## src/rtl/spadd_pkg.sv

```systemverilog
package spadd_pkg;

  typedef enum logic {
    DST_SP = 1'b0,
    DST_HL = 1'b1
  } dest_e;

  typedef struct packed {
    logic       zero;
    logic       sub;
    logic       half;
    logic       carry;
    logic [3:0] pad;
  } flag_t;

endpackage

```

## src/rtl/spadd_sext.sv

```systemverilog
module spadd_sext #(
  parameter int IN_W  = 8,
  parameter int OUT_W = 16
) (
  input  logic [IN_W-1:0]  val_i,
  output logic [OUT_W-1:0] ext_o
);

  for (genvar g = 0; g < OUT_W; g++) begin : g_bit
    if (g < IN_W) begin : g_copy
      assign ext_o[g] = val_i[g];
    end else begin : g_sign
      assign ext_o[g] = val_i[IN_W-1];
    end
  end

endmodule

```

## src/rtl/spadd_core.sv

```systemverilog
module spadd_core #(
  parameter int W      = 16,
  parameter int HALF_W = 12
) (
  input  logic [W-1:0] a_i,
  input  logic [W-1:0] b_i,
  output logic [W-1:0] sum_o,
  output logic         half_co_o,
  output logic         full_co_o
);

  logic [HALF_W:0] low_sum;
  logic [W:0]      wide_sum;

  always_comb begin
    low_sum  = {1'b0, a_i[HALF_W-1:0]} + {1'b0, b_i[HALF_W-1:0]};
    wide_sum = {1'b0, a_i} + {1'b0, b_i};
  end

  assign sum_o     = wide_sum[W-1:0];
  assign half_co_o = low_sum[HALF_W];
  assign full_co_o = wide_sum[W];

endmodule

```

## src/rtl/spadd_flags.sv

```systemverilog
module spadd_flags
  import spadd_pkg::*;
(
  input  logic  half_i,
  input  logic  carry_i,
  output flag_t flags_o
);

  always_comb begin
    flags_o       = '0;
    flags_o.zero  = 1'b0;
    flags_o.sub   = 1'b0;
    flags_o.half  = half_i;
    flags_o.carry = carry_i;
  end

endmodule

```

## src/rtl/spadd_top.sv

```systemverilog
module spadd_top
  import spadd_pkg::*;
#(
  parameter int DATA_W = 16,
  parameter int DISP_W = 8,
  parameter int HALF_W = 12
) (
  input  logic              clk,
  input  logic              rst,
  input  logic              start_i,
  input  logic              dest_hl_i,
  input  logic [DATA_W-1:0] sp_i,
  input  logic [DISP_W-1:0] disp_i,
  output logic [DATA_W-1:0] result_o,
  output logic [7:0]        flags_o,
  output logic              wr_sp_o,
  output logic              wr_hl_o,
  output logic              done_o
);

  localparam int FLAG_W = $bits(flag_t);

  logic [DATA_W-1:0] disp_ext;
  logic [DATA_W-1:0] sum;
  logic              half_co;
  logic              full_co;
  flag_t             flag_next;
  dest_e             dest;

  assign dest = dest_e'(dest_hl_i);

  spadd_sext #(.IN_W(DISP_W), .OUT_W(DATA_W)) u_sext (
    .val_i (disp_i),
    .ext_o (disp_ext)
  );

  spadd_core #(.W(DATA_W), .HALF_W(HALF_W)) u_core (
    .a_i       (sp_i),
    .b_i       (disp_ext),
    .sum_o     (sum),
    .half_co_o (half_co),
    .full_co_o (full_co)
  );

  spadd_flags u_flags (
    .half_i  (half_co),
    .carry_i (full_co),
    .flags_o (flag_next)
  );

  always_ff @(posedge clk) begin
    if (rst) begin
      result_o <= '0;
      flags_o  <= '0;
      wr_sp_o  <= 1'b0;
      wr_hl_o  <= 1'b0;
      done_o   <= 1'b0;
    end else begin
      done_o  <= start_i;
      wr_sp_o <= start_i && (dest == DST_SP);
      wr_hl_o <= start_i && (dest == DST_HL);
      if (start_i) begin
        result_o <= sum;
        flags_o  <= FLAG_W'(flag_next);
      end
    end
  end

endmodule

```

## config.mk

```make
export PLATFORM = sky130hd
export DESIGN_NAME = spadd_top
export DESIGN_NICKNAME = d
export VERILOG_FILES = /design/src/rtl/spadd_pkg.sv /design/src/rtl/spadd_sext.sv /design/src/rtl/spadd_core.sv /design/src/rtl/spadd_flags.sv /design/src/rtl/spadd_top.sv
export SDC_FILE = /design/constraint.sdc
export NUM_CORES = 1
export LEC_CHECK = 0
export ABC_AREA = 1
export BUFFER_PORTS_ARGS = -buffer_cell sky130_fd_sc_hd__buf_2
export CORE_UTILIZATION = 55
export CTS_CLUSTER_SIZE = 28
export DETAILED_ROUTE_END_ITERATION = 8
export GPL_TIMING_DRIVEN = 0
export PLACE_DENSITY = 0.82
export SETUP_SLACK_MARGIN = 0.15
export SYNTH_ARGS = -nofsm -noshare
export SYNTH_HDL_FRONTEND = slang
export SYNTH_HIERARCHICAL = 1
export SYNTH_SLANG_ARGS = --single-unit
export TNS_END_PERCENT = 20
```

## constraint.sdc

```tcl
create_clock -name clk -period 2.3 [get_ports clk]
set_input_delay 0.46 -clock clk [delete_from_list [all_inputs] [get_ports clk]]
set_output_delay 0.46 -clock clk [all_outputs]
set_load 0.02 [all_outputs]
```

== Word-level counts from Yosys, hierarchy flattened ==
Index checks and enable logic that the tools add are counted.
Operators by class
  add/sub/neg operators: 2
  bitwise logic cells: 1
  reduce and logical (&&, ||, !) cells: 2
Operator list (count)
  $add A16 B16 Y17: 1
  $add A12 B12 Y13: 1
  $logic_and A1 B1 Y1: 2
  $not A1 Y1: 1
Word-level totals
  flip-flop bits (word level): 21
  bits of input ports: 28
  output and inout port bits: 27
  logic and storage cells: 10

== Logic depth before layout (Yosys ltp) ==
Gate-level depths: netlist of run 1.
  word-level depth: 2
  mapped depth: 15
  depth with buffers taken out: 14

== Modules after synthesis ==
The synthesis of run 1 kept the hierarchy.
Modules (own cells, without submodules)
  spadd_top: times used 1, cells each 161, area an instance 1163.6 µm², seq. area each 540.5 µm²
  spadd_core: times used 1, cells each 182, area an instance 969.7 µm², seq. area each 0.0 µm²
  spadd_sext: times used 1, cells each 16, area an instance 120.1 µm², seq. area each 0.0 µm²
  spadd_flags: times used 1, cells each 9, area an instance 63.8 µm², seq. area each 0.0 µm²

== Worst setup path before layout of run 1 ==
No wires, ideal clock.
  path type: input to register
  start point: input port disp_i[0]
  end point: register flags_o[4]
  setup time: 0.114 ns
  arrival time: 1.933 ns
  required time: 2.186 ns
  setup slack: 0.253 ns
  stages: 15
  buffers on the path: 2
  cells stage by stage: buf_4 -> ha_1 -> fa_1 -> nand2_1 -> nand2_1 -> and2_4 -> nand3_2 -> nand3_2 -> nand2_1 -> nand2_1 -> buf_4 -> inv_1 -> nand2_1 -> nand2_1 -> nor2_2
On the way
  cells in the longest elaborated chain, start to end: 1
RTL lines
  start: declaration: RTL line spadd_top.sv:13  | input logic [DISP_W-1:0] disp_i,
  $add A16 B16 Y17: RTL line spadd_core.sv:17  | wide_sum = {1'b0, a_i} + {1'b0, b_i};
  via full_co: RTL line spadd_top.sv:26  | logic full_co;
  end signal: assignment: RTL line spadd_top.sv:64  | flags_o <= FLAG_W'(flag_next);
  end: declaration: RTL line spadd_top.sv:15  | output logic [7:0] flags_o,
The timed path passes the listed nets, and every way through them passes these cells.
A chain may end at the register's enable or synchronous reset.

== Final worst setup path of run 1 ==
  start point: input port sp_i[0]
  end point: register flags_o[4]
On the way
  cells in the longest elaborated chain, start to end: 1
RTL lines
  start: declaration: RTL line spadd_top.sv:12  | input logic [DATA_W-1:0] sp_i,
  $add A16 B16 Y17: RTL line spadd_core.sv:17
  via full_co: RTL line spadd_top.sv:26
The timed path passes the listed nets, and every way through them passes these cells.

==> results_dict.tcl, run 1 <==
set metrics [dict create \
    synth_area_per_cell_sq_um 6.30 \
    diodes 0 \
    clkPwrFrac 0.200 \
    min_period_over_period 0.813 \
    yosysTopAreaCellShare 0.233 \
    io_pins 55 \
    ff2ff_setup_slack_ns 1.68 \
    synth_edf_count 0 \
    hpwl_um 3430 \
    die_x_um 66.9 \
    status "finished, final reports clean" \
    globalplace.congestion 0.880 \
    dr.pass1.iters 4 \
    ys.flop_type "dfxtp_1" \
    critPathKind "in2reg" \
    clk_pin_slew_ns 0.09 \
    p_int_uw 847 \
    post_cts_buffers 0 \
    postCtsHoldBufs 0 \
    rsz0062_at_grt "false" \
    vias_per_cell 4.40 \
    p_leak_nw 1.62 \
    cts_made_buffers 3 \
    seq_area_frac_synth 0.233 \
    vdd_drop_max_v 0.000338 \
    required_ns 2.47 \
    wire_per_inst_um 8.78 \
    layout-drive-gt1-share 0.287 \
    p_switching_uw 466 \
    finalNetCount 468 \
    fin_tns_setup_ns 0 \
    syn_to_final_growth_pct 15.2 \
    fin_crit_ns 1.87 \
    final_cells 472 \
    min_to "wr_sp_o$_SDFF_PP0_" \
    cts.sinks 27 \
    fin_skew_ns 0 \
    die-area_sq_um 4480 \
    synth_cell_types 24 \
    synthCells 368 \
    root_buffer "clkbuf_8" \
    slew_violations 0 \
    htree_num_levels 1 \
    setup_ws_ns 0.431 \
    worstSkewPairLatency_ns 0.27 \
    cts_tree "yes" \
    r2r_start "flags_o[0]$_SDFFE_PP0P_" \
    num_rows 23 \
    place_ws_ns 0.131 \
    drt-total-wl_um 4150 \
    synthTopCellsByArea "dfxtp_1 23%, nand2_1 20%, inv_1 9.2%" \
    hp-start "dest_hl_i" \
    hold_viol_final 0 \
    ctsLongestPathBuffers 2 \
    antenna_found_initial 0 \
    grt_pass1_vias 1850 \
    dr.first_iter.drc_count 64 \
    cap_violations 0 \
    grt_overflow 0 \
    synthArstFlopShare 0 \
    p_per_area_nw_per_um2 492 \
    synth_largest_area_cell "dfxtp_1" \
    grt_pass1_wl_um 7380 \
    initial_core_util 0.575 \
    min_path_cells 2 \
    core_sq_um 4030 \
    ys_warn_count 6 \
    grt_usage 0.210 \
    cts_resized 0 \
    timing.fmax_ghz 0.535 \
    hp-class "in2reg" \
    p_sw_frac 0.355 \
    critPathLaunchType "input pin" \
    combPwrFrac 0.400 \
    drcViolationCount 0 \
    cp_max_fo 3 \
    nFillCells 387 \
    grt_max_degree 15 \
    crit_path_end_kind "register" \
    syn_area_sq_um 2320 \
    chipHeight_um 66.9 \
    ys_ff_latch 27 \
    ant_nets 0 \
    vias 2079 \
    r2r-end "flags_o[0]$_SDFFE_PP0P_" \
    seqPwrFrac 0.400 \
    post-place-cells 468 \
    r2r_cells 2 \
    port_buffers 45 \
    setup_viol 0 \
    arrival_ns 2.04 \
]
cell type report:
| type | instances | area, sq um | area share |
|---|---|---|---|
| sequential | 27 | 541 | 0.203 |
| multi-input combinational | 252 | 1290 | 0.483 |
| timing repair buffer | 45 | 225 | 0.0844 |
| buffer | 32 | 274 | 0.103 |
| clock buffer | 4 | 45.0 | 0.0169 |
| tap | 50 | 62.6 | 0.0234 |
| inverter | 62 | 233 | 0.0872 |
cell usage in the layout, fill, tap and decap left out:
master / netlist / final
buf_4: 24 / 24
nand2_2: 7 / 7
nand4_1: 1 / 1
nand3_2: 2 / 2
and2_4: 1 / 1
inv_1: 57 / 57
a21oi_1: 7 / 7
ha_1: 16 / 16
or2_1: 2 / 2
nand3b_1: 2 / 2
dfxtp_1: 27 / 27
inv_2: 5 / 5
nand3_1: 7 / 7
xor2_1: 6 / 6
buf_6: 7 / 7
buf_2: 0 / 45
clkbuf_8: 0 / 3
conb_1: 1 / 6
xnor2_1: 1 / 1
fa_1: 1 / 1
a211oi_1: 1 / 1
nor2_2: 22 / 22
clkbuf_1: 0 / 1
nor2_1: 40 / 40
nand2_1: 126 / 126
nor3_2: 4 / 4
buf_8: 1 / 1
critical path, stage by stage:
cell and delay [ns]:
buf_2 0.10, ha_1 0.21, fa_1 0.40, nand2_1 0.08, nand2_1 0.06, and2_4 0.15, nand3_2 0.07, nand3_2 0.08
nand2_1 0.07, nand2_1 0.05, buf_4 0.13, inv_1 0.04, nand2_1 0.04, nand2_1 0.07, nor2_2 0.03
metal layers:
metal	GRT usage	wire [um]	up-vias
met3	0.0428	154	2
met1	0.257	2010	876
li1	-	-	1164
met2	0.380	1970	37
met4	0.0293	10	0
met5	0	0	-
synth_stat cells, drive strengths merged (2+ instances only):
cell type and n:
nor2 62, dfxtp 27, inv 62, nand3b 2, ha 16, nand3 9, nor3 4, a21oi 7
or2 2, xor2 6, nand2 133, buf 32
worst max-delay path by stage:
stage,start,end,slack (ns),depth (start not counted)
after CTS,sp_i[0],flags_o[4]$_SDFFE_PP0P_,0.42,15
after global placement,sp_i[0],flags_o[4]$_SDFFE_PP0P_,0.14,15
after floorplan,disp_i[0],flags_o[4]$_SDFFE_PP0P_,0.25,15
after detailed placement,sp_i[0],flags_o[4]$_SDFFE_PP0P_,0.13,15
final,sp_i[0],flags_o[4]$_SDFFE_PP0P_,0.43,15
after global routing,sp_i[0],flags_o[4]$_SDFFE_PP0P_,0.32,15
flip-flops by register name, indices dropped and copies added, names as in the netlist:
signal	count
wr_sp_o	1
done_o	1
flags_o	8
wr_hl_o	1
result_o	16
through the flow:
step | total power, mW | util | hold WS [ns] | instance area [sq um]
floorplan | 0.947 | - | 0.529 | 2340
global placement | 1.05 | 0.651 | 0.463 | 2620
detailed placement | 1.06 | 0.651 | 0.468 | 2620
CTS | 1.32 | 0.662 | 0.373 | 2670
global route | 1.42 | 0.662 | 0.366 | 2670
finish | 1.31 | 0.662 | 0.380 | 2670
power by group through the flow:
| stage | Combinational [mW] | Sequential, mW | Clock [mW] |
|---|---|---|---|
| 4_1_cts | 0.531 | 0.525 | 0.267 |
| 2_1_floorplan | 0.363 | 0.584 | 0 |
| 3_3_place_gp | 0.519 | 0.536 | 0 |
| 5_1_grt | 0.603 | 0.530 | 0.289 |
| 3_5_place_dp | 0.527 | 0.536 | 0 |
| 6_report | 0.525 | 0.525 | 0.263 |
logic make-up after synthesis:
family	synth area share
AND/OR/NAND/NOR	0.407
XOR/XNOR	0.0265
adder cells (fa/ha/maj)	0.0950
other	0.00162
AO/OA/AOI/OAI	0.0184
flip-flops	0.233
buffers and inverters	0.219
(Power assumes the default switching activity.)
==> inputs of run 2 (changes only) <==
--- a/config.mk
+++ b/config.mk
@@ -5,13 +5,13 @@
 export SDC_FILE = /design/constraint.sdc
 export NUM_CORES = 1
 export LEC_CHECK = 0
-export ABC_AREA = 1
+export ABC_AREA = 0
 export BUFFER_PORTS_ARGS = -buffer_cell sky130_fd_sc_hd__buf_2
-export CORE_UTILIZATION = 55
+export CORE_UTILIZATION = 48
 export CTS_CLUSTER_SIZE = 28
 export DETAILED_ROUTE_END_ITERATION = 8
 export GPL_TIMING_DRIVEN = 0
-export PLACE_DENSITY = 0.82
+export PLACE_DENSITY = 0.77
 export SETUP_SLACK_MARGIN = 0.15
 export SYNTH_ARGS = -nofsm -noshare
 export SYNTH_HDL_FRONTEND = slang
==> constraint.sdc (replaced) <==
create_clock -name clk -period 1.6 [get_ports clk]
set_input_delay 0.32 -clock clk [delete_from_list [all_inputs] [get_ports clk]]
set_output_delay 0.32 -clock clk [all_outputs]
set_load 0.02 [all_outputs]
==> results_dict.tcl, run 2 <==
set metrics [dict create \
    setup_viol 11 \
    root_buffer "clkbuf_8" \
    critPathKind "in2reg" \
    synth_top_family_by_area "simple AND/OR/NAND/NOR gates" \
    synth_area_per_cell_sq_um 9.02 \
    io_pins 55 \
    synth_compound_area_frac 0.143 \
    synth_largest_area_cell "dfxtp_1" \
    grt_overflow 0 \
    ctsLongestPathBuffers 2 \
    worstSkewPairLatency_ns 0.27 \
    drt-total-wl_um 3890 \
    final_cell_mix "45 x buf_2, 32 x nor2_1, 29 x buf_4, 27 x dfxtp_1, 24 x mux2i_1" \
    cap_violations 0 \
    synthSimpleGateAreaFrac 0.152 \
    rsz0062_at_grt "true" \
    cts_made_buffers 3 \
    vias 1638 \
    largestRegisters "result_o: 16 flops, flags_o: 8 flops" \
    status "finished, violations left" \
    die-area_sq_um 4350 \
    num_rows 22 \
    cts_tree "yes" \
    grt_usage 0.191 \
    synthCells 218 \
    r2r-end "result_o[10]$_SDFFE_PP0P_" \
    diodes 0 \
    crit_start "disp_i[0]" \
    dr.pass1.iters 5 \
    fin_crit_ns 1.94 \
    synth_edf_count 0 \
    hold_viol_final 0 \
    ys_warn_count 6 \
    arrival_ns 2.10 \
    min_path_cells 2 \
    required_ns 1.76 \
    largest_register_ffs 16 \
    drcViolationCount 0 \
    vdd_drop_max_v 0.000518 \
    antenna_found_initial 0 \
    regArea_sq_um 541 \
    yosysTopAreaCellShare 0.275 \
    layout_commonest_cell "buf_2" \
    fin_skew_ns 0 \
    nFillCells 338 \
    hp-class "in2reg" \
    cts.sinks 27 \
    grt_pass1_vias 1516 \
    hp-start "dest_hl_i" \
    port_buffers 44 \
    ff2ff_setup_slack_ns 0.98 \
    ant_nets 0 \
    synthArstFlopShare 0 \
    wire_per_inst_um 12.0 \
    synth.most_common_cell "nor2_1" \
    syn_to_final_growth_pct 29.0 \
    seq_area_frac_synth 0.275 \
    clk_pin_slew_ns 0.09 \
    crit_path_end_kind "register" \
    synthMuxAreaShare 0.122 \
    synthXorXnorAreaFrac 0.0490 \
    finalNetCount 323 \
    ys_ff_latch 27 \
    globalplace.congestion 0.781 \
    violations "setup timing" \
    postCtsHoldBufs 0 \
    p_leak_nw 1.25 \
    grt_max_degree 16 \
    vias_per_cell 5.04 \
    grt_pass1_wl_um 6500 \
    r2r_cells 2 \
    ys.flop_type "dfxtp_1" \
    r2r_start "result_o[10]$_SDFFE_PP0P_" \
    slew_violations 0 \
    setup_ws_ns -0.339 \
    hpwl_um 2920 \
    htree_num_levels 1 \
    synth-adder-area-share 0.112 \
    p_per_area_nw_per_um2 759 \
    chipHeight_um 66.0 \
    synth_cell_types 47 \
    timing.fmax_ghz 0.516 \
    min_period_over_period 1.21 \
    top_register "result_o" \
    initial_core_util 0.517 \
    syn_area_sq_um 1970 \
    cp_max_fo 3 \
    layout-drive-gt1-share 0.404 \
    die_x_um 66.0 \
    core_sq_um 3800 \
    p_total_mw 1.93 \
    dr.first_iter.drc_count 48 \
    multi_input_area_sq_um 1320 \
    critPathLaunchType "input pin" \
    min_to "wr_hl_o$_SDFF_PP0_" \
    synth_common_cells "32 x nor2_1, 27 x dfxtp_1, 26 x buf_4" \
    place_ws_ns -0.734 \
    synthTopCellsByArea "dfxtp_1 27%, mux2i_1 12%, ha_1 10%" \
]
-- run 2: cell count changes after synthesis, sizes merged, moves of 6 or more --
cell and delta:
nand2 -120, inv -60, nor2 -30, mux2i +24, a21o +6, nand3 -6
-- run 2: cells by family (layout without fill, tap and decap cells) --
logic type | count (synthesis) | in the layout
simple gates | 61 | 61
compound gates | 41 | 41
buf+inv | 36 | 90
flops | 27 | 27
mux | 24 | 24
fa+ha+maj | 17 | 17
xor+xnor | 11 | 11
other cells | 1 | 6
-- run 2: cell type report --
type	count	share of cell area
plain buffers	34	0.113
clock buffers	3	0.0163
clock inverters	1	0.00197
inverters	2	0.00296
multi-input cells	160	0.521
flip-flops and latches	27	0.213
well taps	48	0.0237
repair buffers	50	0.107
-- run 2: worst max path at each step --
| stage | depth (start not counted) | end | slack [ns] |
|---|---|---|---|
| 3_5_place_dp | 11 | flags_o[4]$_SDFFE_PP0P_ | -0.73 |
| 6_report | 11 | flags_o[4]$_SDFFE_PP0P_ | -0.34 |
| 3_3_place_gp | 11 | flags_o[4]$_SDFFE_PP0P_ | -0.68 |
| 4_1_cts | 11 | flags_o[4]$_SDFFE_PP0P_ | -0.43 |
| 5_1_grt | 11 | flags_o[4]$_SDFFE_PP0P_ | -0.38 |
| 2_1_floorplan | 11 | flags_o[4]$_SDFFE_PP0P_ | -0.52 |
-- run 2: through the flow --
step | hold WS, ns | std cells | setup TNS (ns) | area (sq um) | util
2_1_floorplan | 0.442 | 223 | -4.09 | 2040 | -
3_3_place_gp | 0.467 | 315 | -5.98 | 2320 | 0.610
3_5_place_dp | 0.480 | 315 | -6.34 | 2320 | 0.610
4_1_cts | 0.252 | 325 | -2.32 | 2480 | 0.653
5_1_grt | 0.256 | 325 | -2.82 | 2540 | 0.668
6_report | 0.259 | 325 | -1.96 | 2540 | 0.668
-- run 2: timing repair --
| item | CTS | global route |
|---|---|---|
| setup endpoints to repair | 12 | 13 |
| buffers inserted | 6 | 0 |
| resized for setup | 10 | 10 |
| pin swaps | 13 | 12 |
| endpoints found under the hold margin | 0 | 0 |
-- run 2: power by group --
group          internal [mW]  switching [mW]
Clock                  0.174           0.199
Combinational          0.384           0.407
Sequential             0.733          0.0288
Total                   1.29           0.635
-- run 2: layer usage --
metal | global-route usage | wire, um | vias to the layer above
met3 | 0.0241 | 141 | 6
met4 | 0.0718 | 57 | 0
li1 | - | - | 851
met2 | 0.338 | 1980 | 36
met1 | 0.234 | 1720 | 745
met5 | 0 | 0 | -
-- run 2: worst max-delay path, cell delays in order --
cell and delay [ns]:
buf_6 0.10, ha_4 0.15, fa_2 0.34, a21o_1 0.19, a31o_4 0.26, nand2_4 0.08, o21ai_4 0.06, a211o_1 0.28
buf_6 0.12, mux2i_1 0.13, nor2_1 0.06
==> inputs of run 3 (changes only) <==
--- a/config.mk
+++ b/config.mk
@@ -7,11 +7,13 @@
 export LEC_CHECK = 0
 export ABC_AREA = 0
 export BUFFER_PORTS_ARGS = -buffer_cell sky130_fd_sc_hd__buf_2
-export CORE_UTILIZATION = 48
+export CELL_PAD_IN_SITES_DETAIL_PLACEMENT = 1
+export CELL_PAD_IN_SITES_GLOBAL_PLACEMENT = 2
+export CORE_UTILIZATION = 28
 export CTS_CLUSTER_SIZE = 28
 export DETAILED_ROUTE_END_ITERATION = 8
 export GPL_TIMING_DRIVEN = 0
-export PLACE_DENSITY = 0.77
+export PLACE_DENSITY_LB_ADDON = 0.1
 export SETUP_SLACK_MARGIN = 0.15
 export SYNTH_ARGS = -nofsm -noshare
 export SYNTH_HDL_FRONTEND = slang
==> constraint.sdc (replaced) <==
create_clock -name clk -period 1.6 [get_ports clk]
set_input_delay 0.32 -clock clk [delete_from_list [all_inputs] [get_ports clk]]
set_output_delay 0.32 -clock clk [all_outputs]
set_load 0.01 [all_outputs]
==> results_dict.tcl, run 3 (synthesis gave the netlist of run 2 again) <==
set metrics [dict create \
    cp_max_fo 3 \
    vias 1665 \
    required_ns 1.76 \
    die-area_sq_um 7360 \
    cts_made_buffers 3 \
    layout_commonest_cell "buf_2" \
    initial_core_util 0.289 \
    whs_ns 0.264 \
    p_total_mw 1.94 \
    fin_skew_ns 0 \
    worstPathCellList "buf_6, ha_4, fa_2, a21o_1, a31o_4, nand2_4, o21ai_4, buf_4, buf_4, xor2_1, mux2i_1, nor2_1" \
    chipHeight_um 85.8 \
    slew_violations 0 \
    vias_per_cell 4.39 \
    r2r_start "result_o[5]$_SDFFE_PP0P_" \
    drt-total-wl_um 4630 \
    grt_max_degree 15 \
    critPathBufInv 3 \
    finalNetCount 329 \
    drcViolationCount 0 \
    grt_usage 0.132 \
    critPathLaunchType "input pin" \
    crit_start "sp_i[0]" \
    largestRegisters "result_o: 16 flops, flags_o: 8 flops" \
    num_rows 30 \
    nFillCells 805 \
    cts.sinks 27 \
    cts_tree "yes" \
    globalplace.congestion 0.685 \
    die_x_um 85.8 \
    dr.pass1.iters 4 \
    grt_pass1_vias 1748 \
    final_cells 379 \
    arrival_ns 2.07 \
    p_per_area_nw_per_um2 724 \
    rsz0062_at_grt "true" \
    min_period_over_period 1.19 \
    antenna_found_initial 0 \
    status "finished, violations left" \
    crit_family "compound AO/OA/AOI/OAI gates" \
    final_cell_mix "44 x buf_2, 35 x buf_4, 32 x nor2_1, 27 x dfxtp_1, 24 x mux2i_1" \
    dr.first_iter.drc_count 28 \
    largest_register_ffs 16 \
    io_pins 55 \
    final_area_sq_um 2680 \
    grt_pass1_wl_um 7780 \
    ant_nets 0 \
    syn_to_final_growth_pct 36.2 \
    crit_path_max_incr_delay_ns 0.33 \
    grt_overflow 0 \
    hold_viol_final 0 \
    diodes 0 \
    fin_crit_ns 1.91 \
    setup_viol 12 \
    timing.fmax_ghz 0.524 \
    hpwl_um 3560 \
    cap_violations 0 \
    root_buffer "clkbuf_8" \
    setup_ws_ns -0.309 \
    core_sq_um 6790 \
    top_register "result_o" \
    hp-class "in2reg" \
    wire_per_inst_um 12.2 \
    crit_path_end_kind "register" \
    cp_slowest_cell "fa_2" \
    clk_pin_slew_ns 0.09 \
    worstSkewPairLatency_ns 0.27 \
    vdd_drop_max_v 0.000293 \
    post-place-cells 363 \
    hp-start "dest_hl_i" \
    dpl_cell_area_sq_um 2380 \
    critPathKind "in2reg" \
    port_buffers 44 \
    ctsLongestPathBuffers 2 \
    crit_top_cell "buf_4" \
    layout-drive-gt1-share 0.424 \
    violations "setup timing" \
    htree_num_levels 1 \
    p_leak_nw 1.28 \
]
run 3: changes by cell type in the layout (fill, tap and decap cells not counted), sizes merged:
cell    delta
buf        +6
clkbuf     +1
clkinv     -1
run 3: path summary, 6_finish.rpt:
| kind | end | slack [ns] | depth (start not counted) |
|---|---|---|---|
| setup / recovery | result_o[12]$_SDFFE_PP0P_ | -0.31 | 12 |
| hold / removal | wr_hl_o$_SDFF_PP0_ | 0.26 | 2 |
| setup reg to reg | result_o[5]$_SDFFE_PP0P_ | 0.96 | 2 |
| hold reg to reg | flags_o[7]$_SDFFE_PP0P_ | 0.49 | 2 |
run 3: worst reg2reg max path: stages (launching register included):
cell	delay, ns
dfxtp_1	0.32
mux2i_1	0.16
nor2_1	0.05
run 3: repair_timing:
action	4_1_cts	5_1_grt
hold buffers	0	0
endpoints found under the setup margin	12	13
resized for setup	12	14
buffers inserted	8	4
pin swaps	16	14
run 3: final cells by class:
type                    instances  area (sq um)  area share
plain buffers                  34           288       0.107
inverters                       2          7.51     0.00280
repair buffers                 56           323       0.121
flip-flops and latches         27           541       0.202
clock buffers                   4          45.0      0.0168
multi-input cells             160          1350       0.506
well taps                      96           120      0.0449
run 3: layer usage:
metal	up-vias	track usage	wire, um
li1	860	-	-
met1	773	0.164	2100
met2	28	0.238	2360
met3	4	0.0135	111
met4	0	0.0409	52
met5	-	0	0
run 3: through the flow:
stage | setup TNS (ns) | worst slack (ns) | util
3_5_place_dp | -6.80 | -0.724 | 0.350
3_3_place_gp | -6.78 | -0.722 | 0.350
6_report | -1.98 | -0.309 | 0.394
5_1_grt | -3.15 | -0.373 | 0.394
4_1_cts | -2.76 | -0.389 | 0.377
2_1_floorplan | -4.08 | -0.520 | -
run 3: where the power goes:
group          switching [mW]  internal [mW]
logic                   0.381          0.413
clock network           0.204          0.178
registers              0.0287          0.733
